`src/rtl/shrot_pkg.sv`:
```
package shrot_pkg;

    // Flag bit positions, shared by flags_o and flag_we_o
    localparam int FLAG_N  = 4;
    localparam int FLG_Z   = 0;
    localparam int FLG_C   = 1;
    localparam int FLG_V   = 2;
    localparam int FLG_S   = 3;

    localparam int SEL_W   = 5;

    // Operation, selector bits [4:2]
    typedef enum logic [2:0] {
        K_ASL = 3'd0,
        K_LSL = 3'd1,
        K_ASR = 3'd2,
        K_LSR = 3'd3,
        K_RLC = 3'd4,
        K_ROL = 3'd5,
        K_RRC = 3'd6,
        K_ROR = 3'd7
    } op_kind_e;

    // Operand form, selector bits [1:0]
    typedef enum logic [1:0] {
        F_REG_A = 2'd0,
        F_REG_B = 2'd1,
        F_ZPAGE = 2'd2,
        F_PTRHL = 2'd3
    } opnd_e;

endpackage

```
`src/rtl/shrot_decode.sv`:
```
module shrot_decode
    import shrot_pkg::*;
#(
    parameter int REG_CYC = 12,
    parameter int ZP_CYC  = 20,
    parameter int HL_CYC  = 16,
    parameter int CYC_W   = 5
) (
    input  logic [SEL_W-1:0]  sel_i,
    output op_kind_e          kind_o,
    output logic [FLAG_N-1:0] we_o,
    output logic [CYC_W-1:0]  cycles_o
);

    opnd_e form;

    always_comb begin
        kind_o = op_kind_e'(sel_i[4:2]);
        form   = opnd_e'(sel_i[1:0]);

        // Arithmetic shifts own every flag, the rest leave Overflow alone
        we_o        = '1;
        if (!(kind_o == K_ASL || kind_o == K_ASR)) begin
            we_o[FLG_V] = 1'b0;
        end

        case (form)
            F_ZPAGE: cycles_o = CYC_W'(ZP_CYC);
            F_PTRHL: cycles_o = CYC_W'(HL_CYC);
            default: cycles_o = CYC_W'(REG_CYC);
        endcase
    end

endmodule

```
`src/rtl/shrot_shifter.sv`:
```
module shrot_shifter
    import shrot_pkg::*;
#(
    parameter int DATA_W = 8
) (
    input  op_kind_e          kind_i,
    input  logic [DATA_W-1:0] opnd_i,
    input  logic              cin_i,
    output logic [DATA_W-1:0] res_o,
    output logic              cout_o,
    output logic              ovf_o
);

    localparam int MSB = DATA_W - 1;

    logic fill;
    logic go_left;

    always_comb begin
        go_left = !kind_i[1];

        // Bit entering the vacated position
        case (kind_i)
            K_ASR:          fill = opnd_i[MSB];
            K_RLC, K_RRC:   fill = cin_i;
            K_ROL:          fill = opnd_i[MSB];
            K_ROR:          fill = opnd_i[0];
            default:        fill = 1'b0;
        endcase

        if (go_left) begin
            res_o  = {opnd_i[MSB-1:0], fill};
            cout_o = opnd_i[MSB];
        end else begin
            res_o  = {fill, opnd_i[MSB:1]};
            cout_o = opnd_i[0];
        end

        // Sign-bit change; zero for right arithmetic by construction of fill
        ovf_o = res_o[MSB] ^ opnd_i[MSB];
    end

endmodule

```
`src/rtl/shrot_flags.sv`:
```
module shrot_flags
    import shrot_pkg::*;
#(
    parameter int DATA_W = 8
) (
    input  logic [DATA_W-1:0] res_i,
    input  logic              cout_i,
    input  logic              ovf_i,
    input  logic [FLAG_N-1:0] we_i,
    output logic [FLAG_N-1:0] flags_o
);

    logic [FLAG_N-1:0] raw;

    always_comb begin
        raw        = '0;
        raw[FLG_Z] = (res_i == '0);
        raw[FLG_C] = cout_i;
        raw[FLG_V] = ovf_i;
        raw[FLG_S] = res_i[DATA_W-1];
        flags_o    = raw & we_i;
    end

endmodule

```
`src/rtl/shrot_unit.sv`:
```
module shrot_unit
    import shrot_pkg::*;
#(
    parameter int DATA_W  = 8,
    parameter int REG_CYC = 12,
    parameter int ZP_CYC  = 20,
    parameter int HL_CYC  = 16
) (
    input  logic                   clk,
    input  logic                   rst_n,
    input  logic                   op_valid_i,
    input  logic [SEL_W-1:0]       sel_i,
    input  logic [DATA_W-1:0]      operand_i,
    input  logic                   carry_i,
    output logic                   res_valid_o,
    output logic [DATA_W-1:0]      result_o,
    output logic [FLAG_N-1:0]      flags_o,
    output logic [FLAG_N-1:0]      flag_we_o,
    output logic [4:0]             cycles_o
);

    localparam int MAX_CYC_A = (REG_CYC > ZP_CYC) ? REG_CYC : ZP_CYC;
    localparam int MAX_CYC   = (MAX_CYC_A > HL_CYC) ? MAX_CYC_A : HL_CYC;
    localparam int CYC_W     = $clog2(MAX_CYC + 1);

    typedef struct packed {
        logic              valid;
        logic [DATA_W-1:0] result;
        logic [FLAG_N-1:0] flags;
        logic [FLAG_N-1:0] we;
        logic [CYC_W-1:0]  cycles;
    } state_t;

    state_t st_d, st_q;

    op_kind_e          kind;
    logic [FLAG_N-1:0] we_c;
    logic [CYC_W-1:0]  cyc_c;
    logic [DATA_W-1:0] res_c;
    logic              cout_c;
    logic              ovf_c;
    logic [FLAG_N-1:0] flags_c;

    shrot_decode #(
        .REG_CYC (REG_CYC),
        .ZP_CYC  (ZP_CYC),
        .HL_CYC  (HL_CYC),
        .CYC_W   (CYC_W)
    ) i_decode (
        .sel_i    (sel_i),
        .kind_o   (kind),
        .we_o     (we_c),
        .cycles_o (cyc_c)
    );

    shrot_shifter #(
        .DATA_W (DATA_W)
    ) i_shifter (
        .kind_i (kind),
        .opnd_i (operand_i),
        .cin_i  (carry_i),
        .res_o  (res_c),
        .cout_o (cout_c),
        .ovf_o  (ovf_c)
    );

    shrot_flags #(
        .DATA_W (DATA_W)
    ) i_flags (
        .res_i   (res_c),
        .cout_i  (cout_c),
        .ovf_i   (ovf_c),
        .we_i    (we_c),
        .flags_o (flags_c)
    );

    always_comb begin
        st_d       = st_q;
        st_d.valid = op_valid_i;
        if (op_valid_i) begin
            st_d.result = res_c;
            st_d.flags  = flags_c;
            st_d.we     = we_c;
            st_d.cycles = cyc_c;
        end
    end

    always_ff @(posedge clk or negedge rst_n) begin
        if (!rst_n) begin
            st_q <= '0;
        end else begin
            st_q <= st_d;
        end
    end

    assign res_valid_o = st_q.valid;
    assign result_o    = st_q.result;
    assign flags_o     = st_q.flags;
    assign flag_we_o   = st_q.we;
    assign cycles_o    = 5'(st_q.cycles);

endmodule

```
`config.mk`:
```
export PLATFORM = sky130hd
export DESIGN_NAME = shrot_unit
export DESIGN_NICKNAME = d
export VERILOG_FILES = /design/src/rtl/shrot_pkg.sv /design/src/rtl/shrot_decode.sv /design/src/rtl/shrot_shifter.sv /design/src/rtl/shrot_flags.sv /design/src/rtl/shrot_unit.sv
export SDC_FILE = /design/constraint.sdc
export NUM_CORES = 1
export LEC_CHECK = 0
export ABC_CLOCK_PERIOD_IN_PS = 1000
export BUFFER_PORTS_ARGS = -buffer_cell sky130_fd_sc_hd__buf_2
export CAP_MARGIN = 20
export CORE_UTILIZATION = 50
export DETAILED_ROUTE_END_ITERATION = 10
export HOLD_SLACK_MARGIN = 0.03
export PLACE_DENSITY = 0.79
export REMOVE_ABC_BUFFERS = 1
export SLEW_MARGIN = 40
export SYNTH_ARGS = -nofsm -noshare
export SYNTH_HDL_FRONTEND = slang
export SYNTH_HIERARCHICAL = 1
export SYNTH_SLANG_ARGS = --single-unit
```
`constraint.sdc`:
```
create_clock -name clk -period 1 [get_ports clk]
set_clock_uncertainty 0.1 [all_clocks]
set_input_delay 0.2 -clock clk [delete_from_list [all_inputs] [get_ports clk]]
set_output_delay 0.2 -clock clk [all_outputs]
set_load 0.005 [all_outputs]
```
==> impl_metrics.ini, run 1 <==
[run_status]
status = complete, but fails checks
violations = negative setup slack

[synth]
netlist_instances = 89
ys_ff_latch = 22
syn_area_sq_um = 1200
yosysWarnings = 6
avgSynthCellArea_sq_um = 13.5
synth_seq_area_share = 0.459
synth.distinct_cells = 23

[routing]
firstDrtPassIters = 4
via_per_inst = 5.06
ant_nets = 0
wl_per_cell_microns = 16.5
routed_wl_mm = 3.18
drc_errors = 0
num_vias = 976
drt_iter0_drc = 11

[cells_and_area]
drive_gt1_frac = 0.758
layout_commonest_cell = buf_2
nets = 183
instances_no_fill = 193
final_core_util = 0.832
final_cell_mix = buf_2 (35), buf_4 (33), mux2_4 (25), dfrtp_1 (22), buf_6 (7)
diodes = 0
area_growth_pct = 55.0

[floorplanning]
core_sq_um = 2230
die_x_microns = 51.0
rows = 17
pin_count = 39
initial_core_util = 0.537
fp.dieH_microns = 51.0
fp.dieArea_sq_um = 2600

[setup_path]
crit_type = in -> reg
crit_path_max_fanout = 3
critical_path_required_ns = 1.10
r2r_setup_slack_ns = -0.01
reg2reg_from = result_o[0]
r2r-end = result_o[0]
worstSetupStartpointType = primary input
cp.arrival_ns = 1.41
cp-end-kind = flop
reg2regPathDepth = 2

[global_routing]
top_usage_layer = met2
grt_pass1_wl_mm = 4.70
use_met3 = 0.0387
grt_pass1_vias = 978
grtUsageTotal = 0.253
grt_max_degree = 23
use_met1 = 0.333
antenna_found_initial = 0
met2_usage = 0.390
overflow = 0

[placed_design]
portBuffers = 38
dp.cells = 167
dp_hpwl_mm = 1.87
place_ws_ns = -0.702
place_congestion = 0.817

[clock_network]
clk_latency_ns = 0.30
cts_tree = done
numCtsBuffers = 3
cts_max_path_buffers = 2
cts_root_buf = clkbuf_4
path_clk_slew_ns = 0.12
cts-htree-levels = 1
cts.sinks = 22

[timing]
tightest_slew_ns = 0.501
setup_ws_ns = -0.313
tns_ns = -4.23
drv_slew = 0
period_share = 1.31
rsz0062_at_grt = yes
setup_violations = 32
post-route-min-period_ns = 1.31
hold_violations = 0
fmax_mhz = 761
relSlewSlack = 0.666

[worst_hold_path]
holdCritStartpoint = sel_i[1]
min_path_cells = 2
hold_end = cycles_o[4]
min_path_type = in -> reg

[pwr]
p_leak_nw = 0.986
ir_worst_vdd_mv = 0.876
power.density_nw_per_um2 = 1210

[run]
maxCapViolCount = 0
worst max path at each step:
stage | start | to | slack, ns | depth (start not counted)
2_1_floorplan | sel_i[2] | flags_o[2] | -0.40 | 5
5_1_grt | sel_i[2] | flags_o[3] | -0.32 | 7
3_3_place_gp | sel_i[2] | flags_o[0] | -0.61 | 7
4_1_cts | sel_i[2] | flags_o[0] | -0.30 | 7
6_report | sel_i[2] | flags_o[2] | -0.31 | 7
3_5_place_dp | sel_i[2] | flags_o[0] | -0.70 | 7
through the flow:
stage	power [mW]	hold WS [ns]	instance area [sq um]
after floorplan	1.27	-0.196	1120
after global placement	1.54	0.0869	1530
after detailed placement	1.56	0.0948	1530
after CTS	2.18	0.0466	1790
after global routing	2.35	0.0398	1860
final	2.24	0.0578	1860
state kept, by name (all words and copies together), names as in the netlist:
signal and count:
result_o 8, cycles_o 5, flag_we_o 4, flags_o 4, res_valid_o 1
cell usage after synthesis, drive strengths merged:
| cell type | count | area, sq um |
|---|---|---|
| mux2 | 30 | 417 |
| dfrtp | 22 | 551 |
| buf | 11 | 87.6 |
| nand2 | 4 | 15.0 |
| nor2 | 4 | 15.0 |
| and2 | 3 | 18.8 |
| a31oi | 2 | 12.5 |
| conb | 2 | 7.51 |
| a21oi | 1 | 5.00 |
| a22oi | 1 | 7.51 |
| a311oi | 1 | 15.0 |
| and2b | 1 | 10.0 |
| and4b | 1 | 10.0 |
| clkbuf | 1 | 3.75 |
| inv | 1 | 3.75 |
| nand3 | 1 | 5.00 |
| nor3 | 1 | 5.00 |
| nor4 | 1 | 6.26 |
| o21ai | 1 | 5.00 |
timing repair:
item	in CTS	in global routing
gates cloned	1	0
setup buffers	16	7
hold buffers	1	0
pin swaps	7	7
hold endpoints to repair	22	0
resized for setup	20	10
setup endpoints to repair	32	36
final cells by class:
class | count | area (sq um)
clock buffer | 4 | 36.3
multi-input combinational | 57 | 619
fill | 129 | 374
timing repair buffer | 81 | 614
tap | 28 | 35.0
sequential | 22 | 551
inverter | 1 | 3.75
worst max-delay path: stages:
cell and delay, ns:
buf_8 0.10, mux2_4 0.30, buf_4 0.14, a311oi_2 0.21
a31oi_1 0.06, and2_1 0.14, mux2_4 0.25
power by group:
group | switching, mW | internal [mW] | total [mW]
Combinational | 0.258 | 0.468 | 0.726
Clock | 0.264 | 0.222 | 0.485
Sequential | 0.0514 | 0.979 | 1.03
Total | 0.573 | 1.67 | 2.24
kinds of logic after synthesis:
kind of cell,Yosys count,synth area share
other cells,2,0.00626
mux,30,0.347
buf+inv,13,0.0792
simple gates,16,0.0709
flops,22,0.459
compound gates,6,0.0375
routing by layer:
layer	up-vias	wire (microns)
li1	451	-
met1	470	1360
met2	45	1580
met3	10	115
met4	0	123
met5	-	0
(Power assumes the default switching activity.)
==> run 2: changes to the inputs <==
--- a/config.mk
+++ b/config.mk
@@ -6,12 +6,11 @@
 export NUM_CORES = 1
 export LEC_CHECK = 0
 export ABC_CLOCK_PERIOD_IN_PS = 1000
-export BUFFER_PORTS_ARGS = -buffer_cell sky130_fd_sc_hd__buf_2
 export CAP_MARGIN = 20
 export CORE_UTILIZATION = 50
 export DETAILED_ROUTE_END_ITERATION = 10
+export DONT_BUFFER_PORTS = 1
 export HOLD_SLACK_MARGIN = 0.03
-export PLACE_DENSITY = 0.79
 export REMOVE_ABC_BUFFERS = 1
 export SLEW_MARGIN = 40
 export SYNTH_ARGS = -nofsm -noshare
==> run 2 against run 1 <==
Against the previous run:
- the run ends with negative hold slack, negative setup slack left
- critical path type unchanged
- combinational power shrank 57%
- fmax grew 14%
- cell area shrank 29%
- register-to-register slack gained 0.11 ns
- via count shrank 33%
==> impl_metrics.ini, run 2 (synthesis gave the netlist of run 1 again) <==
[pwr]
finalPower_mw = 2.03
p_leak_nw = 0.636
power.density_nw_per_um2 = 1540
ir_worst_vdd_mv = 0.721

[setup_path]
critical_path_required_ns = 1.10
crit_path_max_fanout = 6
crit_top_cell = mux2_4
r2r_setup_slack_ns = 0.10
slowest_stage = mux2_4
critPathTopFamily = multiplexers
path_cells = mux2_4 -> buf_4 -> a311oi_2 -> a31oi_1 -> and2_1 -> mux2_4
crit_buf_inv = 1
cp-end-kind = flop
reg2regPathDepth = 1
crit_path_start = sel_i[2]
cp.arrival_ns = 1.25
reg2reg_from = cycles_o[4]
cp.depth = 6
worstSetupStartpointType = primary input
cpPeakStageDelay_ns = 0.29
crit_type = in -> reg

[worst_hold_path]
min_path_cells = 0
min_path_type = in -> reg
holdCritStartpoint = op_valid_i

[cells_and_area]
nets = 113
drive_gt1_frac = 0.484
diodes = 0
area_growth_pct = 9.91
instances_no_fill = 123
n_fill_cell = 187
final_area_sq_um = 1320
layout_commonest_cell = dfrtp_1
multi_input_comb_area_sq_um = 574
final_cell_mix = dfrtp_1 (22), mux2_4 (21), mux2_2 (8), buf_4 (8), conb_1 (5)
largest_reg_flops = 8
seq_area_sq_um = 551

[routing]
firstDrtPassIters = 4
wl_per_cell_microns = 16.3
ant_nets = 0
drt_iter0_drc = 11
drc_errors = 0
num_vias = 654
routed_wl_mm = 2.00
via_per_inst = 5.32

[timing]
period_share = 1.15
fmax_mhz = 866
setup_ws_ns = -0.155
drv_slew = 0
rsz0062_at_grt = yes
hold-worst-slack_ns = -0.189
hold_violations = 22
setup_violations = 26
post-route-min-period_ns = 1.15

[global_routing]
grt_max_degree = 23
antenna_found_initial = 0
grt_pass1_vias = 702
grt_pass1_wl_mm = 3.25
overflow = 0
grtUsageTotal = 0.169

[floorplanning]
pin_count = 39
initial_core_util = 0.537
core_sq_um = 2230
die_x_microns = 51.0
fp.dieArea_sq_um = 2600
fp.dieH_microns = 51.0
rows = 17

[placed_design]
place_congestion = 0.678
dpl-instance-area_sq_um = 1210
dp.cells = 115
dp_hpwl_mm = 1.42
portBuffers = 0

[run_status]
status = complete, but fails checks
violations = negative hold slack, negative setup slack

[clock_network]
cts-htree-levels = 1
cts_max_path_buffers = 2
clk_latency_ns = 0.30
cts_root_buf = clkbuf_4
cts.sinks = 22
path_clk_slew_ns = 0.12
numCtsBuffers = 3
cts_tree = done

[run]
maxCapViolCount = 0
## run 2: cell count changes in the layout (fill, tap and decap cells not counted), moves of 3 or more
cell / delta
buf_2: -35
buf_4: -25
buf_6: -7
mux2_4: -4
mux2_2: +3
## run 2: power by group
part / switching (mW) / total, mW / internal (mW)
sequential: 0.0710 / 1.05 / 0.980
clock: 0.264 / 0.669 / 0.405
combinational: 0.0865 / 0.310 / 0.223
total: 0.421 / 2.03 / 1.61
## run 2: cell type report
type / instances / share of cell area
clock buffers: 3 / 0.0171
flip-flops and latches: 22 / 0.417
inverters: 1 / 0.00285
clock inverters: 1 / 0.0228
well taps: 28 / 0.0266
repair buffers: 11 / 0.0778
multi-input cells: 57 / 0.435
## run 2: path summary, 6_finish.rpt
check / to
max reg2reg: cycles_o[4]
min: res_valid_o
max in group asynchronous: flag_we_o[1]
min reg2reg: result_o[5]
max: flags_o[2]
min in group asynchronous: result_o[2]
## run 2: per-layer routing
layer	vias to the layer above	wire length (microns)	part of all wire	GRT usage
met5	-	0	0	0
met1	325	890	0.45	0.202
li1	311	-	-	-
met2	16	1010	0.50	0.292
met4	0	11	0.0055	0.0694
met3	2	89	0.045	0.0357
## run 2: through the flow
| stage | TNS, ns | setup slack [ns] | util |
|---|---|---|---|
| finish | -0.873 | -0.155 | 0.590 |
| global route | -1.66 | -0.213 | 0.590 |
| CTS | -1.25 | -0.141 | 0.573 |
| detailed placement | -2.86 | -0.512 | 0.541 |
| global placement | -2.66 | -0.445 | 0.541 |
| floorplan | -1.59 | -0.395 | - |
## run 2: what timing repair did
item | in CTS | in global routing
pin swaps | 0 | 3
hold buffers | 1 | 2
gates resized for setup | 2 | 1
hold endpoints to repair | 44 | 44
setup buffers | 0 | 1
setup endpoints to repair | 26 | 27
==> run 3: changes to the inputs <==
--- a/config.mk
+++ b/config.mk
@@ -7,10 +7,11 @@
 export LEC_CHECK = 0
 export ABC_CLOCK_PERIOD_IN_PS = 1000
 export CAP_MARGIN = 20
-export CORE_UTILIZATION = 50
+export CORE_UTILIZATION = 62
 export DETAILED_ROUTE_END_ITERATION = 10
 export DONT_BUFFER_PORTS = 1
 export HOLD_SLACK_MARGIN = 0.03
+export PLACE_DENSITY = 0.78
 export REMOVE_ABC_BUFFERS = 1
 export SLEW_MARGIN = 40
 export SYNTH_ARGS = -nofsm -noshare
==> run 3 against run 2 <==
Against the previous run:
- the run still ends with negative hold slack, negative setup slack left
- first-iteration DRC count down 18%
- die area is 19% lower
- sequential share of layout area increased by 1.3 points
- flip-flop and latch count unchanged
- clock power grew 1%
- register-to-register slack hardly changed
- largest power group unchanged
==> impl_metrics.ini, run 3 (synthesis gave the netlist of run 1 again) <==
[run_status]
status = complete, but fails checks
violations = negative hold slack, negative setup slack

[cells_and_area]
final_cell_mix = dfrtp_1 (22), mux2_4 (21), mux2_2 (8), buf_4 (7), conb_1 (5)
area_growth_pct = 6.47
final_area_sq_um = 1280
final_core_util = 0.724
largest_reg_flops = 8
drive_gt1_frac = 0.478
nets = 110
layout_commonest_cell = dfrtp_1
diodes = 0

[clock_network]
cts_root_buf = clkbuf_4
cts_tree = done
clk_latency_ns = 0.31
ctsHoldBuffers = 1
cts-htree-levels = 1
numCtsBuffers = 3
postCtsSetupBuffers = 0
cts_max_path_buffers = 2
cts.sinks = 22
path_clk_slew_ns = 0.12

[global_routing]
grt_pass1_vias = 689
overflow = 0
grt_max_degree = 23
antenna_found_initial = 0
grtUsageTotal = 0.223
grt_pass1_wl_mm = 3.22

[setup_path]
path_cells = mux2_4 -> a22oi_2 -> a21oi_2 -> nor4_1 -> and4b_1 -> mux2_4
cp-end-kind = flop
critPathTopFamily = multiplexers
worstSetupStartpointType = primary input
crit_buf_inv = 0
reg2reg_from = result_o[3]
crit_top_cell = mux2_4
crit_type = in -> reg
crit_end = flags_o[0]
r2r_setup_slack_ns = 0.09
r2r-end = result_o[3]
cpPeakStageDelay_ns = 0.29
reg2regPathDepth = 1
cp.arrival_ns = 1.30
critical_path_required_ns = 1.16
crit_path_max_fanout = 6
cp.depth = 6
crit_path_start = sel_i[2]
slowest_stage = mux2_4

[timing]
post-route-min-period_ns = 1.14
drv_slew = 0
fmax_mhz = 881
hold-worst-slack_ns = -0.540
setup_violations = 26
rsz0062_at_grt = yes
tns_ns = -0.997
period_share = 1.14
setup_ws_ns = -0.136
hold_violations = 44

[pwr]
power.density_nw_per_um2 = 1580
p_leak_nw = 0.617
finalPower_mw = 2.01
ir_worst_vdd_mv = 0.966

[routing]
drc_errors = 0
routed_wl_mm = 2.00
firstDrtPassIters = 4
via_per_inst = 5.68
wl_per_cell_microns = 17.1
ant_nets = 0
drt_iter0_drc = 9
num_vias = 664

[floorplanning]
die_x_microns = 46.0
core_sq_um = 1760
fp.dieArea_sq_um = 2120
fp.dieH_microns = 46.0
rows = 15
initial_core_util = 0.680
pin_count = 39

[placed_design]
dp_hpwl_mm = 1.44
dpl-instance-area_sq_um = 1200
place_congestion = 0.699
place_ws_ns = -0.489
portBuffers = 0

[worst_hold_path]
min_path_type = in -> async

[run]
maxCapViolCount = 0
-- run 3: metal layers --
metal	global-route usage	vias up	wire length, microns
met2	0.372	22	1050
li1	-	305	-
met4	0.124	0	31
met1	0.258	333	820
met5	0	-	0
met3	0.0556	4	89
-- run 3: timing repair --
item                                   in CTS  in global routing
resized for setup                           2                  1
endpoints found under the hold margin      44                 44
setup endpoints to repair                  26                 27
gates cloned                                0                  0
-- run 3: area by class of cell --
| class | instances | area, sq um |
|---|---|---|
| clock buffer | 3 | 22.5 |
| timing repair buffer | 8 | 65.1 |
| inverter | 1 | 3.75 |
| fill | 132 | 487 |
| clock inverter | 1 | 30.0 |
| tap | 25 | 31.3 |
| sequential | 22 | 551 |
| multi-input combinational | 57 | 574 |
-- run 3: worst min-delay path by stage --
stage / start / end / slack [ns] / cells after the start
CTS: rst_n / result_o[2] / -0.55 / 0
detailed placement: rst_n / flags_o[2] / -0.20 / 0
floorplan: rst_n / cycles_o[0] / -0.20 / 0
finish: rst_n / result_o[2] / -0.54 / 0
global route: rst_n / result_o[2] / -0.56 / 0
global placement: rst_n / flags_o[2] / -0.20 / 0
-- run 3: stage by stage --
stage / hold slack, ns / cells
detailed placement: -0.195 / 112
CTS: -0.553 / 117
global placement: -0.195 / 112
global route: -0.559 / 117
floorplan: -0.196 / 80
finish: -0.540 / 117
-- run 3: power breakdown --
group | leakage, nW | internal (mW) | total (mW) | switching [mW]
combinational | 0.325 | 0.209 | 0.280 | 0.0707
clock | 0.0279 | 0.405 | 0.678 | 0.273
sequential | 0.264 | 0.980 | 1.05 | 0.0742
total | 0.617 | 1.59 | 2.01 | 0.418
